$ cat src/rtl/rws_pkg.sv
package rws_pkg;
  parameter int unsigned ADDR_W   = 8;
  parameter int unsigned DATA_W   = 8;
  parameter int unsigned NBANK    = 8;
  parameter int unsigned WQ_DEPTH = 24;
  parameter int unsigned RQ_DEPTH = 8;
  localparam int unsigned BANK_W  = $clog2(NBANK);

  typedef logic [ADDR_W-1:0] addr_t;
  typedef logic [DATA_W-1:0] data_t;
  typedef logic [BANK_W-1:0] bank_t;

  typedef struct packed {
    addr_t addr;
    data_t data;
  } wr_ent_t;

  // bank select lives in the low address bits
  function automatic bank_t bank_of(input addr_t a);
    return a[BANK_W-1:0];
  endfunction
endpackage

$ cat src/rtl/rws_wr_queue.sv
module rws_wr_queue
  import rws_pkg::*;
#(
  parameter int unsigned DEPTH = WQ_DEPTH,
  localparam int unsigned CNT_W = $clog2(DEPTH + 1),
  localparam int unsigned IDX_W = $clog2(DEPTH)
) (
  input  logic             clk,
  input  logic             rst_n,
  input  logic             push,
  input  wr_ent_t          push_ent,
  input  logic             pop,
  input  logic [NBANK-1:0] bank_busy,
  input  logic [NBANK-1:0] pwr_ok,
  input  addr_t            look_addr,
  output logic [CNT_W-1:0] count,
  output logic             pick_valid,
  output wr_ent_t          pick_ent,
  output logic             look_hit,
  output data_t            look_data
);
  wr_ent_t          mem [DEPTH];
  wr_ent_t          nxt [DEPTH];
  logic [IDX_W-1:0] pick_idx;
  logic [CNT_W-1:0] cnt_after;
  logic [CNT_W-1:0] cnt_nxt;

  // oldest eligible entry: scan from youngest so the lowest index wins
  always_comb begin
    pick_valid = 1'b0;
    pick_idx   = '0;
    for (int i = DEPTH - 1; i >= 0; i--) begin
      if (CNT_W'(i) < count && !bank_busy[bank_of(mem[i].addr)]
          && pwr_ok[bank_of(mem[i].addr)]) begin
        pick_valid = 1'b1;
        pick_idx   = IDX_W'(i);
      end
    end
    pick_ent = mem[pick_idx];
  end

  // youngest matching entry supplies forwarded read data
  always_comb begin
    look_hit  = 1'b0;
    look_data = '0;
    for (int i = 0; i < DEPTH; i++) begin
      if (CNT_W'(i) < count && mem[i].addr == look_addr) begin
        look_hit  = 1'b1;
        look_data = mem[i].data;
      end
    end
  end

  // remove the picked slot by closing the gap, then append at the tail
  always_comb begin
    for (int i = 0; i < DEPTH; i++) nxt[i] = mem[i];
    if (pop) begin
      for (int i = 0; i < DEPTH - 1; i++)
        if (IDX_W'(i) >= pick_idx) nxt[i] = mem[i+1];
    end
    cnt_after = count - CNT_W'(pop);
    if (push) nxt[IDX_W'(cnt_after)] = push_ent;
    cnt_nxt = cnt_after + CNT_W'(push);
  end

  always_ff @(posedge clk) begin
    for (int i = 0; i < DEPTH; i++) mem[i] <= nxt[i];
  end

  always_ff @(posedge clk) begin
    if (!rst_n) count <= '0;
    else        count <= cnt_nxt;
  end

  assert_no_overflow_R11: assert property (@(posedge clk) disable iff (!rst_n)
    push |-> (count < CNT_W'(DEPTH) || pop));

  assert_pop_has_pick_R4: assert property (@(posedge clk) disable iff (!rst_n)
    pop |-> pick_valid);

  assert_pop_shrinks_R4: assert property (@(posedge clk) disable iff (!rst_n)
    (pop && !push) |=> count == $past(count) - 1'b1);
endmodule

$ cat src/rtl/rws_rd_fifo.sv
module rws_rd_fifo
  import rws_pkg::*;
#(
  parameter int unsigned DEPTH = RQ_DEPTH,
  localparam int unsigned PTR_W = $clog2(DEPTH),
  localparam int unsigned CNT_W = $clog2(DEPTH + 1)
) (
  input  logic  clk,
  input  logic  rst_n,
  input  logic  push,
  input  addr_t push_addr,
  input  logic  pop,
  output addr_t head,
  output logic  empty,
  output logic  full
);
  addr_t            mem [DEPTH];
  logic [PTR_W-1:0] wr_ptr;
  logic [PTR_W-1:0] rd_ptr;
  logic [CNT_W-1:0] count;

  function automatic logic [PTR_W-1:0] ptr_inc(input logic [PTR_W-1:0] p);
    return (p == PTR_W'(DEPTH - 1)) ? '0 : p + 1'b1;
  endfunction

  assign head  = mem[rd_ptr];
  assign empty = (count == '0);
  assign full  = (count == CNT_W'(DEPTH));

  always_ff @(posedge clk) begin
    if (push) mem[wr_ptr] <= push_addr;
  end

  always_ff @(posedge clk) begin
    if (!rst_n) begin
      wr_ptr <= '0;
      rd_ptr <= '0;
      count  <= '0;
    end else begin
      if (push) wr_ptr <= ptr_inc(wr_ptr);
      if (pop)  rd_ptr <= ptr_inc(rd_ptr);
      count <= count + CNT_W'(push) - CNT_W'(pop);
    end
  end

  assert_rd_no_overflow_R11: assert property (@(posedge clk) disable iff (!rst_n)
    push |-> !full);

  assert_rd_pop_nonempty_R2: assert property (@(posedge clk) disable iff (!rst_n)
    pop |-> !empty);
endmodule

$ cat src/rtl/rws_top.sv
module rws_top
  import rws_pkg::*;
#(
  parameter int unsigned WQ_N = WQ_DEPTH,
  parameter int unsigned RQ_N = RQ_DEPTH,
  localparam int unsigned WCNT_W = $clog2(WQ_N + 1)
) (
  input  logic              clk,
  input  logic              rst_n,
  input  logic              req_valid,
  input  logic              req_wr,
  input  logic [ADDR_W-1:0] req_addr,
  input  logic [DATA_W-1:0] req_data,
  output logic              req_ready,
  input  logic [NBANK-1:0]  bank_busy,
  input  logic [NBANK-1:0]  wr_pwr_ok,
  output logic              cmd_valid,
  output logic              cmd_wr,
  output logic [BANK_W-1:0] cmd_bank,
  output logic [ADDR_W-1:0] cmd_addr,
  output logic [DATA_W-1:0] cmd_data,
  output logic              rd_fwd_valid,
  output logic [DATA_W-1:0] rd_fwd_data,
  output logic              wq_full,
  output logic              wq_empty,
  output logic              burst_mode
);
  // named internal events
  logic              accept, wr_push, rd_push, rd_hit;
  logic              rd_go, wr_go;
  logic              rq_empty, rq_full;
  addr_t             rq_head;
  logic [WCNT_W-1:0] wq_count, wq_count_nxt;
  logic              pick_valid;
  wr_ent_t           pick_ent;
  data_t             hit_data;
  logic              burst_q, burst_nxt;

  assign req_ready = !wq_full && !rq_full;
  assign accept    = req_valid && req_ready;
  assign wr_push   = accept && req_wr;
  assign rd_push   = accept && !req_wr && !rd_hit;

  rws_wr_queue #(.DEPTH(WQ_N)) u_wq (
    .clk       (clk),
    .rst_n     (rst_n),
    .push      (wr_push),
    .push_ent  ('{addr: req_addr, data: req_data}),
    .pop       (wr_go),
    .bank_busy (bank_busy),
    .pwr_ok    (wr_pwr_ok),
    .look_addr (req_addr),
    .count     (wq_count),
    .pick_valid(pick_valid),
    .pick_ent  (pick_ent),
    .look_hit  (rd_hit),
    .look_data (hit_data)
  );

  rws_rd_fifo #(.DEPTH(RQ_N)) u_rq (
    .clk      (clk),
    .rst_n    (rst_n),
    .push     (rd_push),
    .push_addr(req_addr),
    .pop      (rd_go),
    .head     (rq_head),
    .empty    (rq_empty),
    .full     (rq_full)
  );

  assign wq_full  = (wq_count == WCNT_W'(WQ_N));
  assign wq_empty = (wq_count == '0);

  // reads first outside drain mode; writes only on an empty read FIFO or in drain
  assign rd_go = !burst_q && !rq_empty && !bank_busy[bank_of(rq_head)];
  assign wr_go = pick_valid && (burst_q || rq_empty);

  assign cmd_valid = rd_go || wr_go;
  assign cmd_wr    = wr_go;
  assign cmd_addr  = wr_go ? pick_ent.addr : rq_head;
  assign cmd_data  = wr_go ? pick_ent.data : '0;
  assign cmd_bank  = bank_of(cmd_addr);

  assign wq_count_nxt = wq_count + WCNT_W'(wr_push) - WCNT_W'(wr_go);
  assign burst_nxt    = burst_q ? (wq_count_nxt != '0)
                                : (wq_count_nxt == WCNT_W'(WQ_N));
  assign burst_mode   = burst_q;

  always_ff @(posedge clk) begin
    if (!rst_n) begin
      burst_q      <= 1'b0;
      rd_fwd_valid <= 1'b0;
      rd_fwd_data  <= '0;
    end else begin
      burst_q      <= burst_nxt;
      rd_fwd_valid <= accept && !req_wr && rd_hit;
      rd_fwd_data  <= hit_data;
    end
  end

  assert_wr_bank_ok_R6: assert property (@(posedge clk) disable iff (!rst_n)
    (cmd_valid && cmd_wr) |-> (!bank_busy[cmd_bank] && wr_pwr_ok[cmd_bank]));

  assert_rd_first_R3: assert property (@(posedge clk) disable iff (!rst_n)
    (cmd_valid && cmd_wr && !burst_mode) |-> rq_empty);

  assert_full_drains_R7: assert property (@(posedge clk) disable iff (!rst_n)
    wq_full |-> burst_mode);

  assert_drain_no_read_R7: assert property (@(posedge clk) disable iff (!rst_n)
    burst_mode |-> !(cmd_valid && !cmd_wr));

  assert_drain_holds_R8: assert property (@(posedge clk) disable iff (!rst_n)
    (burst_mode && wq_count > 1) |=> burst_mode);

  assert_empty_no_write_R11: assert property (@(posedge clk) disable iff (!rst_n)
    wq_empty |-> !(cmd_valid && cmd_wr));

  assert_bank_field_R2: assert property (@(posedge clk) disable iff (!rst_n)
    cmd_valid |-> cmd_bank == cmd_addr[BANK_W-1:0]);
endmodule

$ cat config.mk
export PLATFORM = sky130hd
export DESIGN_NAME = rws_top
export DESIGN_NICKNAME = d
export VERILOG_FILES = /design/src/rtl/rws_pkg.sv /design/src/rtl/rws_wr_queue.sv /design/src/rtl/rws_rd_fifo.sv /design/src/rtl/rws_top.sv
export SDC_FILE = /design/constraint.sdc
export NUM_CORES = 2
export LEC_CHECK = 0
export BUFFER_PORTS_ARGS = -buffer_cell sky130_fd_sc_hd__buf_2
export CORE_AREA = 4 4 222 224
export DETAILED_ROUTE_END_ITERATION = 7
export DIE_AREA = 0 0 226 228
export PLACE_DENSITY = 0.79
export RECOVER_POWER = 50
export SYNTH_ARGS = -nofsm -noshare
export SYNTH_HDL_FRONTEND = slang
export SYNTH_HIERARCHICAL = 1
export SYNTH_SLANG_ARGS = --single-unit
$ cat constraint.sdc
create_clock -name clk -period 8.1 [get_ports clk]
set_clock_uncertainty 0.15 [all_clocks]
set_input_delay 1.62 -clock clk [delete_from_list [all_inputs] [get_ports clk]]
set_output_delay 1.62 -clock clk [all_outputs]
set_load 0.03 [all_outputs]
=== Word level (Yosys, flattened, before mapping) ===
Memory sizes are Yosys's and may differ from the RTL's. A register that Yosys moved wholly into a read port is not among the register bits.
Cells that the tools add are included.
Widths: inputs -> output; s select.

* Word-level logic and storage cells: 470
* Bits in latches: 0
* Memories kept: 2
* Bits in read-only memories: 0
* Flip-flop bits (word level): 25
* RAM bits: 448
* Output and inout port bits: 34
* Input port bits: 36

{| class="wikitable"
|+ Memory list
! name !! words !! width !! read ports !! clocked after Yosys merged registers in !! wr ports !! line !! text
|-
| u_wq.mem || 24 || 16 || 25 || 0 || 24 || rws_wr_queue.sv:22 || <nowiki>wr_ent_t mem [DEPTH];</nowiki>
|-
| u_rq.mem || 8 || 8 || 1 || 1 || 1 || rws_rd_fifo.sv:17 || <nowiki>addr_t mem [DEPTH];</nowiki>
|}

* Shifts and indexed selects: 0
* Multipliers: 0
* Reductions and logical operators: 118
* Mux-type cells: 231
* Eq/ne operators: 29
* Magnitude comparators: 74
* Bitwise operators: 1
* Div/mod/pow operators: 0
* Add/subtract/negate cells: 8

{| class="wikitable"
|+ Operators with widths
! operator !! number
|-
| $bwmux 384 || 1
|-
| $mux 16 || 24
|-
| $mux 384 || 1
|-
| $mux 368 || 1
|-
| $mux 8 || 26
|-
| $eq 8x8->1 || 24
|-
| $bmux 1 s3 || 49
|-
| $mux 5 || 24
|-
| $lt 3x4->1 const B || 25
|-
| $mux 1 || 100
|-
| $logic_and 1x1->1 || 82
|-
| $demux 16 s5 || 1
|-
| $ge 4x5->1 const A || 8
|-
| $lt 4x5->1 const A || 8
|-
| $lt 5x5->1 const A || 8
|-
| $ge 5x5->1 const A || 7
|-
| $logic_not 1->1 || 31
|-
| $ge 3x5->1 const A || 4
|-
| $lt 3x5->1 const A || 4
|-
| $mux 3 || 4
|-
| $add 5x1->5 || 2
|-
| $eq 5x5->1 const B || 2
|-
| $ge 1x5->1 const A || 2
|-
| $ge 2x5->1 const A || 2
|-
| 15 further kinds || 21
|}

=== Longest topological paths before layout ===
* Depth after elaboration: 38
* Mapped depth: 23
* Depth with buffers taken out: 16

=== Modules after synthesis ===
The synthesis kept the hierarchy.

{| class="wikitable"
|+ Modules (own cells, without submodules)
! module !! area an instance (µm²) !! instances !! sequential area each (µm²) !! cells each
|-
| rws_wr_queue || 26,126.3 || 1 || 7,947.6 || 3,102
|-
| rws_rd_fifo || 3,151.8 || 1 || 2,182.1 || 167
|-
| rws_top || 823.3 || 1 || 200.2 || 86
|}

=== Least setup slack after synthesis ===
No wires, ideal clock.

* Path type: input -> output
* Start: input bank_busy[4]
* End: output cmd_bank[1]
* Data arrival time: 5,126 ps
* Cell stages on the path: 16
* Setup slack: 1,204 ps
* Required time: 6,330 ps
* Path buffers: 5
* Path through: and2b_4 buf_6 mux4_2 a22o_1 a211o_1 nor3_1 a32o_1 buf_2 buf_6 buf_4 mux2i_1 o22ai_1 a21o_1 a221o_1 mux2_2 buf_4

{| class="wikitable"
|+ RTL lines
! what !! line !! text
|-
| start: declaration || rws_top.sv:15 || <nowiki>input logic [NBANK-1:0] bank_busy,</nowiki>
|-
| end: declaration || rws_top.sv:19 || <nowiki>output logic [BANK_W-1:0] cmd_bank,</nowiki>
|}

==> results.md <==
- Async SR Flop Fraction: 0%
- WL/cell: 29.0 um
- Vias in the first global route: 26400
- Placed wire-length estimate: 83900 um
- Min-delay src: u_wq/mem[9][7]
- Reg clk slew, reported paths: 60 ps
- Routed vias: 28000
- Ports: 70
- Number of flops mapped to enable cells by yosys: 80
- Cells on Worst Hold Path: 2
- Pre-CTS setup slack: 48.7 ps
- Sequential-to-total area share from yosys stat: 34.3%
- Worst-margin pin slew: 2780 ps
- # setup viols final: 0
- Drt via density: 7.06
- Overall Global Routing Usage: 43.1%
- Fin crit share: 98.3%
- CTS tree: built
- Core area: 47300 sq um
- H-tree depth: 2
- Synthesized Nets: 3414
- Critical Path AT: 6190 ps
- Fin worst setup slack: 136 ps
- Met2 track demand over resource: 64.7%
- Busiest grt layer: met2
- Critical-path cell list: buf_2 > nand2b_1 > mux4_2 > o2bb2ai_1 > o32ai_1 > nor3_1 > a32o_4 > buf_4 > mux2i_1 > o22ai_1 > o21ai_0 > o221ai_1 > mux2_2 > buf_2
- Postcts setup bufs: 0
- # fillers: 3800
- Largest net degree at the start of global routing: 33
- Cts-stage hold buffer count: 0
- Detailed Routing Iterations Pass 1: 6
- Flops & latches, synth: 476
- Gate Count Post-Synth: 3355
- Worst R2R Setup Slack: 530 ps
- Die area: 51500 sq um
- Cells on worst reg2reg path: 18
- Diode count: 0
- Crit path max-delay family: compound AO/OA/AOI/OAI gates
- TritonCTS buffer count: 51
- First-pass GRT wire length: 171000 um
- Final hold vios: 0
- First-iteration detailed-routing DRC count: 4056
- Core Rows: 80
- DRT antenna net count: 0
- Fin Setup TNS: 0 ps
- Root buffer cell: clkbuf_16
- Initial Utilization: 63.6%
- Max-slew violation count: 253
- Grt ovf: 0
- Initial antenna violation count: 2
- Rel. slew slack: -90.0%
- CP Class: in2out
- Area grow syn2layout: 8.08%
- Syn avg cell area: 8.97 sq um
- Die Height: 228 um
- Clock sinks: 476
- Remaining DRCs: 0
- RSZ-0062 raised after global routing: no
- Met3 Resource Use GR: 10.9%
- Routability cong.: 1.01
- Tmin final: 7960 ps
- YS warnings: 6
- CP max stage cell: mux4_2
- Outcome: finished with violations
- CP max stage delay: 550 ps
- Failing checks: max-capacitance violations, max-slew violations
- Synth Flop Type: dfxtp_1
- Req. time, crit path: 6330 ps
- Type of the most critical hold path: reg2reg
- NumNets Final: 3371
- Worst flop-to-flop path startpoint: u_wq/count[2]
- Die width: 226 um
- Layout cell share with drive strength beyond 1: 11.7%
- Skew-Pair Late Insertion Delay: 620 ps
- CP dominant cell by count: buf_2
- Hold EP: u_wq/mem[8][7]
- WL final: 115000 um
- Crit-path max FO: 12
- CP Capture Type: primary output
- Port Buffers: 69
- Max-cap viol count: 12
- Achievable Freq: 0.126 GHz
- GRT met1 Usage: 58.3%
- CP bufs+invs: 3
- Post-synthesis cell type count: 110
- Reg-to-Reg End: u_wq/mem[13][14]
- Cell area after synthesis: 30100 sq um
- Clk buf depth: 3
- Critical path launch point type: input pin
per-stage QoR:
stage	instances	cell area [sq um]	utilization [%]	hold WS [ps]
6_report	3964	32500	68.7	349
3_3_place_gp	3874	30900	65.4	327
4_1_cts	3964	32700	69.1	342
3_5_place_dp	3874	30900	65.4	334
2_1_floorplan	3355	30100	-	312
5_1_grt	3964	32500	68.7	389
layer usage:
layer | vias to the layer above | part of all wire, %
met4 | 2 | 6.1
met1 | 13400 | 38
met5 | - | 0.011
met3 | 423 | 13
met2 | 2093 | 43
li1 | 12100 | -
cell usage after synthesis (all sizes together), types with 15 or more instances:
cell type,number,area [sq um]
nand3,38,195
nand2,431,1620
clkbuf,177,666
ha,21,263
xor2,59,517
a31oi,46,294
nor3,31,160
nand4,33,206
xnor2,142,1240
mux2,36,405
nor4,26,190
o22ai,31,200
a21oi,183,923
o221ai,18,158
buf,112,743
mux2i,408,4090
nand2b,28,180
a221o,33,330
nor2,244,926
mux4,83,1930
a221oi,28,245
inv,52,195
edfxtp,80,2400
a211oi,17,128
o21ai,308,1560
o211ai,30,225
a22oi,15,123
nor2b,20,178
and2,45,284
dfxtp,396,7930
area by class of cell:
class	instances	area (sq um)	share of cell area, %
inverter	52	195	0.600
clock inverter	20	334	1.03
clock buffer	70	1430	4.39
multi-input combinational	2538	18300	56.1
sequential	476	10300	31.8
timing repair buffer	193	1220	3.74
tap	615	769	2.37
state kept, by name, summed over array words and instances, names as in the netlist, named ones only:
register,count
u_rq/count,4
u_rq/mem,64
u_rq/wr_ptr,3
rd_fwd_data,8
burst_mode,1
u_wq/mem,368
rd_fwd_valid,1
u_wq/count,5
u_rq/rd_ptr,3
how the worst max path moves through the flow:
| stage | startpoint | end | slack, ps | cells after the start |
|---|---|---|---|---|
| after global routing | bank_busy[4] | cmd_data[0] | 8 | 16 |
| after floorplan | bank_busy[4] | cmd_bank[1] | 1200 | 16 |
| final | bank_busy[7] | cmd_addr[3] | 140 | 14 |
| after global placement | wr_pwr_ok[7] | cmd_data[5] | 70 | 16 |
| after CTS | bank_busy[7] | cmd_addr[7] | 20 | 14 |
| after detailed placement | bank_busy[7] | cmd_data[5] | 50 | 16 |
cells in the final DEF (no fill, tap or decap), types with 16 or more instances in the layout:
cell type  count
nand2_1      430
mux2i_1      407
dfxtp_1      396
o21ai_0      257
nor2_1       228
a21oi_1      181
xnor2_1      142
buf_4         87
edfxtp_1      80
clkbuf_1      68
mux4_2        67
xor2_1        59
inv_1         52
clkbuf_16     51
a31oi_1       45
o21ai_1       44
buf_2         40
nand3_1       37
mux2_2        35
nand4_1       33
a221o_1       32
o22ai_1       30
o211ai_1      30
and2_1        29
nor3_1        29
a221oi_1      28
nand2b_1      26
ha_1          21
nor4_1        19
o221ai_1      18
a211oi_1      17
mux4_1        16
kinds of logic (layout without fill, tap and decap cells):
| logic type | count (synthesis) | count (layout) | share of synthesized area [%] |
|---|---|---|---|
| simple gates | 965 | 965 | 14.9 |
| compound gates | 822 | 822 | 17.3 |
| mux | 527 | 527 | 21.3 |
| flops | 476 | 476 | 34.3 |
| buf+inv | 341 | 335 | 5.33 |
| xor+xnor | 201 | 201 | 5.85 |
| fa+ha+maj | 23 | 23 | 1.01 |
timing repair:
item	in CTS	in global routing
endpoints found under the hold margin	0	0
setup endpoints to repair	0	14
gates resized for setup	0	1
worst min-delay path, stage by stage (launching register included):
cell and delay, ps:
dfxtp_1 320, nand2_1 60, a31oi_1 70
Power is not shown: default switching activity piles up to over one toggle a cycle in this logic, so the estimate is an artifact.
